[src/rtl/pm_evt_pkg.sv]
package pm_evt_pkg;
   localparam logic [15:0] PM_STS_MASK  = 16'h8d31;
   localparam logic [15:0] PM_STS_RST   = 16'h0100;
   localparam logic [15:0] PM_EN_MASK   = 16'h0521;
   localparam logic [15:0] SCI_SRC_MASK = 16'h0521;
   localparam logic [15:0] GP_STS_MASK  = 16'h0f81;
   localparam logic [15:0] GP_EN_MASK   = 16'h0f01;
   localparam logic [15:0] GLB_STS_MASK = 16'h0df7;
   localparam logic [15:0] GLB_EN_MASK  = 16'h8d1f;
   localparam logic [31:0] DEV_STS_MASK = 32'h3fff0fff;
   localparam logic [31:0] DEV_RD_FORCE = 32'h10000000;
   localparam logic [7:0]  GLB_LO_KEEP  = 8'h05;

   // word-aligned offsets (bits 5:1 for 16-bit, 5:2 for 32-bit words)
   localparam logic [4:0] OFS_PM_STS  = 5'h00;
   localparam logic [4:0] OFS_PM_EN   = 5'h01;
   localparam logic [4:0] OFS_GP_STS  = 5'h06;
   localparam logic [4:0] OFS_GP_EN   = 5'h07;
   localparam logic [4:0] OFS_GLB_STS = 5'h0c;
   localparam logic [3:0] OFS_DEV_STS = 4'h7;
   localparam logic [4:0] OFS_GLB_EN  = 5'h10;

   typedef enum logic {REG_RW = 1'b0, REG_W1C = 1'b1} reg_kind_e;
endpackage

[src/rtl/pm_lane_reg.sv]
module pm_lane_reg
   import pm_evt_pkg::*;
#(
   parameter int        W       = 16,
   parameter logic [W-1:0] MASK = '1,
   parameter logic [W-1:0] RST  = '0,
   parameter reg_kind_e KIND    = REG_RW
) (
   input  logic         clk,
   input  logic         rst_n,
   input  logic         wr_en,
   input  logic [1:0]   lane,
   input  logic [7:0]   wdata,
   input  logic [W-1:0] set_bits,
   output logic [W-1:0] q
);
   localparam int LN = W / 8;
   localparam int LW = (LN > 1) ? $clog2(LN) : 1;

   if (W % 8 != 0 || LN < 2 || LN > 4) begin : g_bad_width
      $error("pm_lane_reg: W must be 16 or 32");
   end

   logic [W-1:0] lane_sel;
   logic [W-1:0] lane_data;

   for (genvar l = 0; l < LN; l++) begin : g_lane
      assign lane_sel[l*8 +: 8]  = (wr_en && lane[LW-1:0] == LW'(l)) ? 8'hff : 8'h00;
      assign lane_data[l*8 +: 8] = wdata;
   end

   logic [W-1:0] q_nxt;

   if (KIND == REG_W1C) begin : g_w1c
      // set strobes override a clear of the same bit
      assign q_nxt = ((q & ~(lane_sel & lane_data)) | set_bits) & MASK;
   end else begin : g_rw
      assign q_nxt = ((q & ~lane_sel) | (lane_data & lane_sel)) & MASK;
   end

   always_ff @(posedge clk) begin
      if (!rst_n) q <= RST;
      else        q <= q_nxt;
   end
endmodule

[src/rtl/pm_sci_route.sv]
module pm_sci_route (
   input  logic level,
   input  logic irq_mode,
   output logic sci_intx,
   output logic sci_irq9
);
   assign sci_intx = level &  irq_mode;
   assign sci_irq9 = level & ~irq_mode;
endmodule

[src/rtl/pm_evt_regfile.sv]
module pm_evt_regfile
   import pm_evt_pkg::*;
#(
   parameter int ADDR_W = 6
) (
   input  logic              clk,
   input  logic              rst_n,
   input  logic              acc_valid,
   input  logic              acc_write,
   input  logic [ADDR_W-1:0] acc_addr,
   input  logic [7:0]        acc_wdata,
   output logic [7:0]        acc_rdata,
   input  logic [15:0]       pm_set,
   input  logic [15:0]       gp_set,
   input  logic [15:0]       glb_set,
   input  logic [31:0]       dev_set,
   input  logic              smm_active,
   input  logic              irq_mode,
   output logic              sci_intx,
   output logic              sci_irq9
);
   if (ADDR_W != 6) begin : g_bad_addr
      $error("pm_evt_regfile: window is 64 bytes, ADDR_W must be 6");
   end

   logic       wr;
   logic [4:0] w16;
   logic [3:0] w32;
   assign wr  = acc_valid & acc_write;
   assign w16 = acc_addr[5:1];
   assign w32 = acc_addr[5:2];

   logic [15:0] pm_sts_q, pm_en_q, gp_sts_q, gp_en_q, glb_sts_q, glb_en_q;
   logic [31:0] dev_sts_q;

   pm_lane_reg #(.W(16), .MASK(PM_STS_MASK), .RST(PM_STS_RST), .KIND(REG_W1C)) u_pm_sts (
      .clk, .rst_n, .wr_en(wr && w16 == OFS_PM_STS), .lane(acc_addr[1:0]),
      .wdata(acc_wdata), .set_bits(pm_set & PM_STS_MASK), .q(pm_sts_q));

   pm_lane_reg #(.W(16), .MASK(PM_EN_MASK), .RST(16'h0000), .KIND(REG_RW)) u_pm_en (
      .clk, .rst_n, .wr_en(wr && w16 == OFS_PM_EN), .lane(acc_addr[1:0]),
      .wdata(acc_wdata), .set_bits(16'h0000), .q(pm_en_q));

   pm_lane_reg #(.W(16), .MASK(GP_STS_MASK), .RST(16'h0000), .KIND(REG_W1C)) u_gp_sts (
      .clk, .rst_n, .wr_en(wr && w16 == OFS_GP_STS), .lane(acc_addr[1:0]),
      .wdata(acc_wdata), .set_bits(gp_set & GP_STS_MASK), .q(gp_sts_q));

   pm_lane_reg #(.W(16), .MASK(GP_EN_MASK), .RST(16'h0000), .KIND(REG_RW)) u_gp_en (
      .clk, .rst_n, .wr_en(wr && w16 == OFS_GP_EN), .lane(acc_addr[1:0]),
      .wdata(acc_wdata), .set_bits(16'h0000), .q(gp_en_q));

   pm_lane_reg #(.W(16), .MASK(GLB_STS_MASK), .RST(16'h0000), .KIND(REG_W1C)) u_glb_sts (
      .clk, .rst_n, .wr_en(wr && w16 == OFS_GLB_STS), .lane(acc_addr[1:0]),
      .wdata(acc_wdata), .set_bits(glb_set & GLB_STS_MASK), .q(glb_sts_q));

   pm_lane_reg #(.W(32), .MASK(DEV_STS_MASK), .RST(32'h0), .KIND(REG_W1C)) u_dev_sts (
      .clk, .rst_n, .wr_en(wr && w32 == OFS_DEV_STS), .lane(acc_addr[1:0]),
      .wdata(acc_wdata), .set_bits(dev_set & DEV_STS_MASK), .q(dev_sts_q));

   pm_lane_reg #(.W(16), .MASK(GLB_EN_MASK), .RST(16'h0000), .KIND(REG_RW)) u_glb_en (
      .clk, .rst_n, .wr_en(wr && w16 == OFS_GLB_EN), .lane(acc_addr[1:0]),
      .wdata(acc_wdata), .set_bits(16'h0000), .q(glb_en_q));

   // composed summary byte for the low half of global status
   logic [7:0] glb_lo_rd;
   assign glb_lo_rd = (glb_sts_q[7:0] & GLB_LO_KEEP)
                    | {(|gp_sts_q), (|pm_sts_q), smm_active, (|dev_sts_q), 4'h0};

   logic [31:0] dev_rd;
   assign dev_rd = dev_sts_q | DEV_RD_FORCE;

   always_comb begin
      acc_rdata = 8'h00;
      if (w16 == OFS_PM_STS)       acc_rdata = acc_addr[0] ? pm_sts_q[15:8]  : pm_sts_q[7:0];
      else if (w16 == OFS_PM_EN)   acc_rdata = acc_addr[0] ? pm_en_q[15:8]   : pm_en_q[7:0];
      else if (w16 == OFS_GP_STS)  acc_rdata = acc_addr[0] ? gp_sts_q[15:8]  : gp_sts_q[7:0];
      else if (w16 == OFS_GP_EN)   acc_rdata = acc_addr[0] ? gp_en_q[15:8]   : gp_en_q[7:0];
      else if (w16 == OFS_GLB_STS) acc_rdata = acc_addr[0] ? glb_sts_q[15:8] : glb_lo_rd;
      else if (w32 == OFS_DEV_STS) acc_rdata = dev_rd[acc_addr[1:0]*8 +: 8];
      else if (w16 == OFS_GLB_EN)  acc_rdata = acc_addr[0] ? glb_en_q[15:8]  : glb_en_q[7:0];
   end

   logic sci_level;
   assign sci_level = |(pm_sts_q & pm_en_q & SCI_SRC_MASK);

   pm_sci_route u_route (
      .level(sci_level), .irq_mode(irq_mode),
      .sci_intx(sci_intx), .sci_irq9(sci_irq9));
endmodule

[config.mk]
export PLATFORM = sky130hd
export DESIGN_NAME = pm_evt_regfile
export DESIGN_NICKNAME = d
export VERILOG_FILES = /design/src/rtl/pm_evt_pkg.sv /design/src/rtl/pm_lane_reg.sv /design/src/rtl/pm_sci_route.sv /design/src/rtl/pm_evt_regfile.sv
export SDC_FILE = /design/constraint.sdc
export NUM_CORES = 1
export LEC_CHECK = 0
export ABC_AREA = 0
export BUFFER_PORTS_ARGS = -buffer_cell sky130_fd_sc_hd__buf_2
export CAP_MARGIN = 25
export CORE_UTILIZATION = 50
export CTS_CLUSTER_SIZE = 14
export DETAILED_ROUTE_END_ITERATION = 10
export GPL_TIMING_DRIVEN = 1
export PLACE_DENSITY = 0.91
export SETUP_SLACK_MARGIN = 0.2
export SLEW_MARGIN = 20
export SYNTH_ARGS = -nofsm -noshare
export SYNTH_HDL_FRONTEND = slang
export SYNTH_SLANG_ARGS = --single-unit
[constraint.sdc]
create_clock -name clk -period 2.2 [get_ports clk]
set_input_delay 0.33 -clock clk [delete_from_list [all_inputs] [get_ports clk]]
set_output_delay 0.33 -clock clk [all_outputs]
set_load 0.1 [all_outputs]
==> impl_metrics.json <==
{
  "synth_cells": 374,
  "grt_max_degree": 38,
  "die_h_um": 81.0,
  "violations": "setup timing",
  "hold_path.class": "primary input to flop",
  "h-tree-depth": 3,
  "setup_ws_ns": -0.267,
  "cts_tree": "built",
  "yosysUniqueCellTypes": 46,
  "dp_cells": 535,
  "fin_hold_ws_ns": 0.158,
  "portBuffers": 73,
  "wl_um": 12300,
  "tns_ns": -0.632,
  "synth.ff_latch_count": 62,
  "vias": 3785,
  "r2r_end": "u_gp_sts.q[8]$_SDFF_PN0_",
  "cellLeakagePower_nw": 1.84,
  "maxCapViolations": 0,
  "crit_arrival_ns": 2.14,
  "ant_nets": 0,
  "io_pins": 110,
  "drv_slew": 0,
  "vias_per_cell": 6.76,
  "post-place-ws_ns": -0.123,
  "synthArstFlopShare_pct": 0,
  "fin_nets": 580,
  "synthFlopType": "dfxtp_1",
  "coreArea_mm2": 0.00596,
  "numCtsBuffers": 9,
  "crit_fanout": 3,
  "outcome": "finished with violations",
  "grt_pass1_vias": 3469,
  "rsz0062_at_grt": "yes",
  "synth_adder_area_share_pct": 0,
  "reg2regPathDepth": 2,
  "placed_area_mm2": 0.00399,
  "root_buffer": "clkbuf_8",
  "diodes": 0,
  "gp_congestion": 0.966,
  "cts_sinks": 62,
  "grt_overflow": 0,
  "powerDensity_mw_per_mm2": 637,
  "synth_mux_area_share_pct": 10.6,
  "drc": 0,
  "place_hpwl_um": 7540,
  "crit_end": "acc_rdata[7]",
  "crit_type": "flop to primary output",
  "die_x_um": 81.0,
  "peakVddDrop_v": 0.000589,
  "ys_warn_count": 0,
  "max_freq_mhz": 405,
  "tightest_slew_ns": 0.612,
  "ys_seq_area_share_pct": 39.8,
  "cts_hold_buf": 0,
  "fin_crit_sh_pct": 112,
  "final_cell_area_mm2": 0.00447,
  "max_slew_margin_pct": 58.8,
  "endpoint_kind": "primary output",
  "critPathLaunch": "u_gp_sts.q[11]$_SDFF_PN0_",
  "hold_violations": 0,
  "yosys.area_share.simple_pct": 23.3,
  "synth_compound_area_share_pct": 22.3,
  "grtUsageTotal_pct": 37.5,
  "ff2ff_setup_slack_ns": 1.30,
  "synth_xor_area_share_pct": 0,
  "netlist_area_mm2": 0.00312,
  "final_cells": 560,
  "drtPass1Iterations": 9,
  "crit_path_start_kind": "flop",
  "initial_core_util_pct": 52.4,
  "core.rowCount": 28,
  "cts_buffer_depth": 2,
  "avgSynthCellArea_um2": 8.35,
  "clkTransAtPathRegs_ns": 0.07,
  "syn_to_final_growth_pct": 43.3,
  "post_drt_wl_per_cell_um": 21.9,
  "synth_edf_count": 0,
  "cp.required_ns": 1.87,
  "r2r-start": "u_gp_sts.q[8]$_SDFF_PN0_",
  "synth_fp_nets": 474,
  "dieArea_mm2": 0.00656,
  "grt_pass1_wl_um": 17800,
  "antenna_found_initial": 0,
  "clk_latency_ns": 0.36,
  "finalCriticalPeriod_ns": 2.47,
  "setup_viol": 4,
  "finClkSkew_ns": 0,
  "synth_top_family_by_area": "simple AND/OR/NAND/NOR gates",
  "drt_iter0_markers": 645,
  "layout-drive-gt1-share_pct": 40.6
}
[Yosys cell counts, types with 3 or more instances]
cell type | n | area (µm²)
a21boi_0 | 13 | 97.6
nor2b_1 | 4 | 25.0
and3_1 | 3 | 18.8
nand2_1 | 45 | 169
buf_2 | 8 | 40.0
nor4_1 | 8 | 50.1
a221oi_1 | 4 | 35.0
a211oi_1 | 5 | 37.5
mux4_2 | 5 | 113
dfxtp_1 | 62 | 1240
mux2i_1 | 15 | 150
nand3_1 | 16 | 80.1
a21oi_1 | 47 | 235
o21a_1 | 14 | 105
nor3_1 | 4 | 20.0
o22ai_1 | 4 | 25.0
clkbuf_1 | 15 | 56.3
or4_1 | 3 | 22.5
nor2_1 | 51 | 191
mux2_2 | 6 | 67.6
o21ai_0 | 10 | 50.1
[where the power goes]
part	internal (W)	leakage (nW)	switching [W]	total, W
registers	0.00118	0.516	0.0000586	0.00124
clock network	0.000666	0.110	0.000467	0.00113
logic	0.000207	1.21	0.000272	0.000478
[how the worst min path moves through the flow]
stage,depth (start not counted),end,startpoint
floorplan,1,u_pm_sts.q[8]$_SDFF_PN1_,pm_set[8]
global placement,2,flop,flop
detailed placement,2,flop,flop
CTS,2,u_pm_sts.q[8]$_SDFF_PN1_,pm_set[8]
global route,2,u_pm_sts.q[8]$_SDFF_PN1_,pm_set[8]
finish,2,u_pm_sts.q[8]$_SDFF_PN1_,pm_set[8]
[area by class of cell]
class,count,area (µm²)
inverter,3,12.5
sequential,62,1260
fill,382,1480
timing repair buffer,120,898
clock inverter,4,70.1
multi-input combinational,284,2000
clock buffer,12,145
tap,75,93.8
[cell families after synthesis]
group / after synthesis
compound gates: 110
flops: 62
mux: 26
buf+inv: 28
simple gates: 148
[stage by stage]
step / total power (W) / util [%]
after floorplan: 0.00149 / -
after global routing: 0.00293 / 75.1
final: 0.00285 / 75.1
after detailed placement: 0.00167 / 67.0
after global placement: 0.00165 / 67.0
after CTS: 0.00279 / 73.7
[layer usage]
| metal | part of all wire, % | global-route usage [%] | up-vias |
|---|---|---|---|
| met5 | 0 | 0 | - |
| met4 | 8.3 | 24.3 | 0 |
| met3 | 13 | 14.0 | 129 |
| met2 | 45 | 56.5 | 376 |
| met1 | 34 | 44.6 | 1708 |
| li1 | - | - | 1572 |
[layout by cell type (no fill, tap or decap), drive strengths merged, types with 5 or more instances in the layout]
master,synthesis,layout
mux4,5,5
nand2,45,45
mux2,6,6
nor3,5,5
a211oi,5,5
o21a,14,14
nor2,52,52
a21oi,47,47
dfxtp,62,62
a21boi,13,13
nand3,16,16
mux2i,15,15
o21ai,10,10
nor4,11,11
buf,10,119
clkbuf,15,13
[worst max-delay path: stages, from the launching register on]
cell,delay [ns]
dfxtp_2,0.34
or4_4,0.55
o31ai_4,0.24
o2111ai_2,0.17
a32o_4,0.31
buf_12,0.17
[repair_timing]
item | 4_1_cts | 5_1_grt
pin swaps | 8 | 6
setup buffers | 4 | 5
gates resized for setup | 37 | 17
gates cloned | 0 | 0
endpoints found under the hold margin | 0 | 0
setup endpoints to repair | 10 | 10
Power figures use the tool's default switching activity.
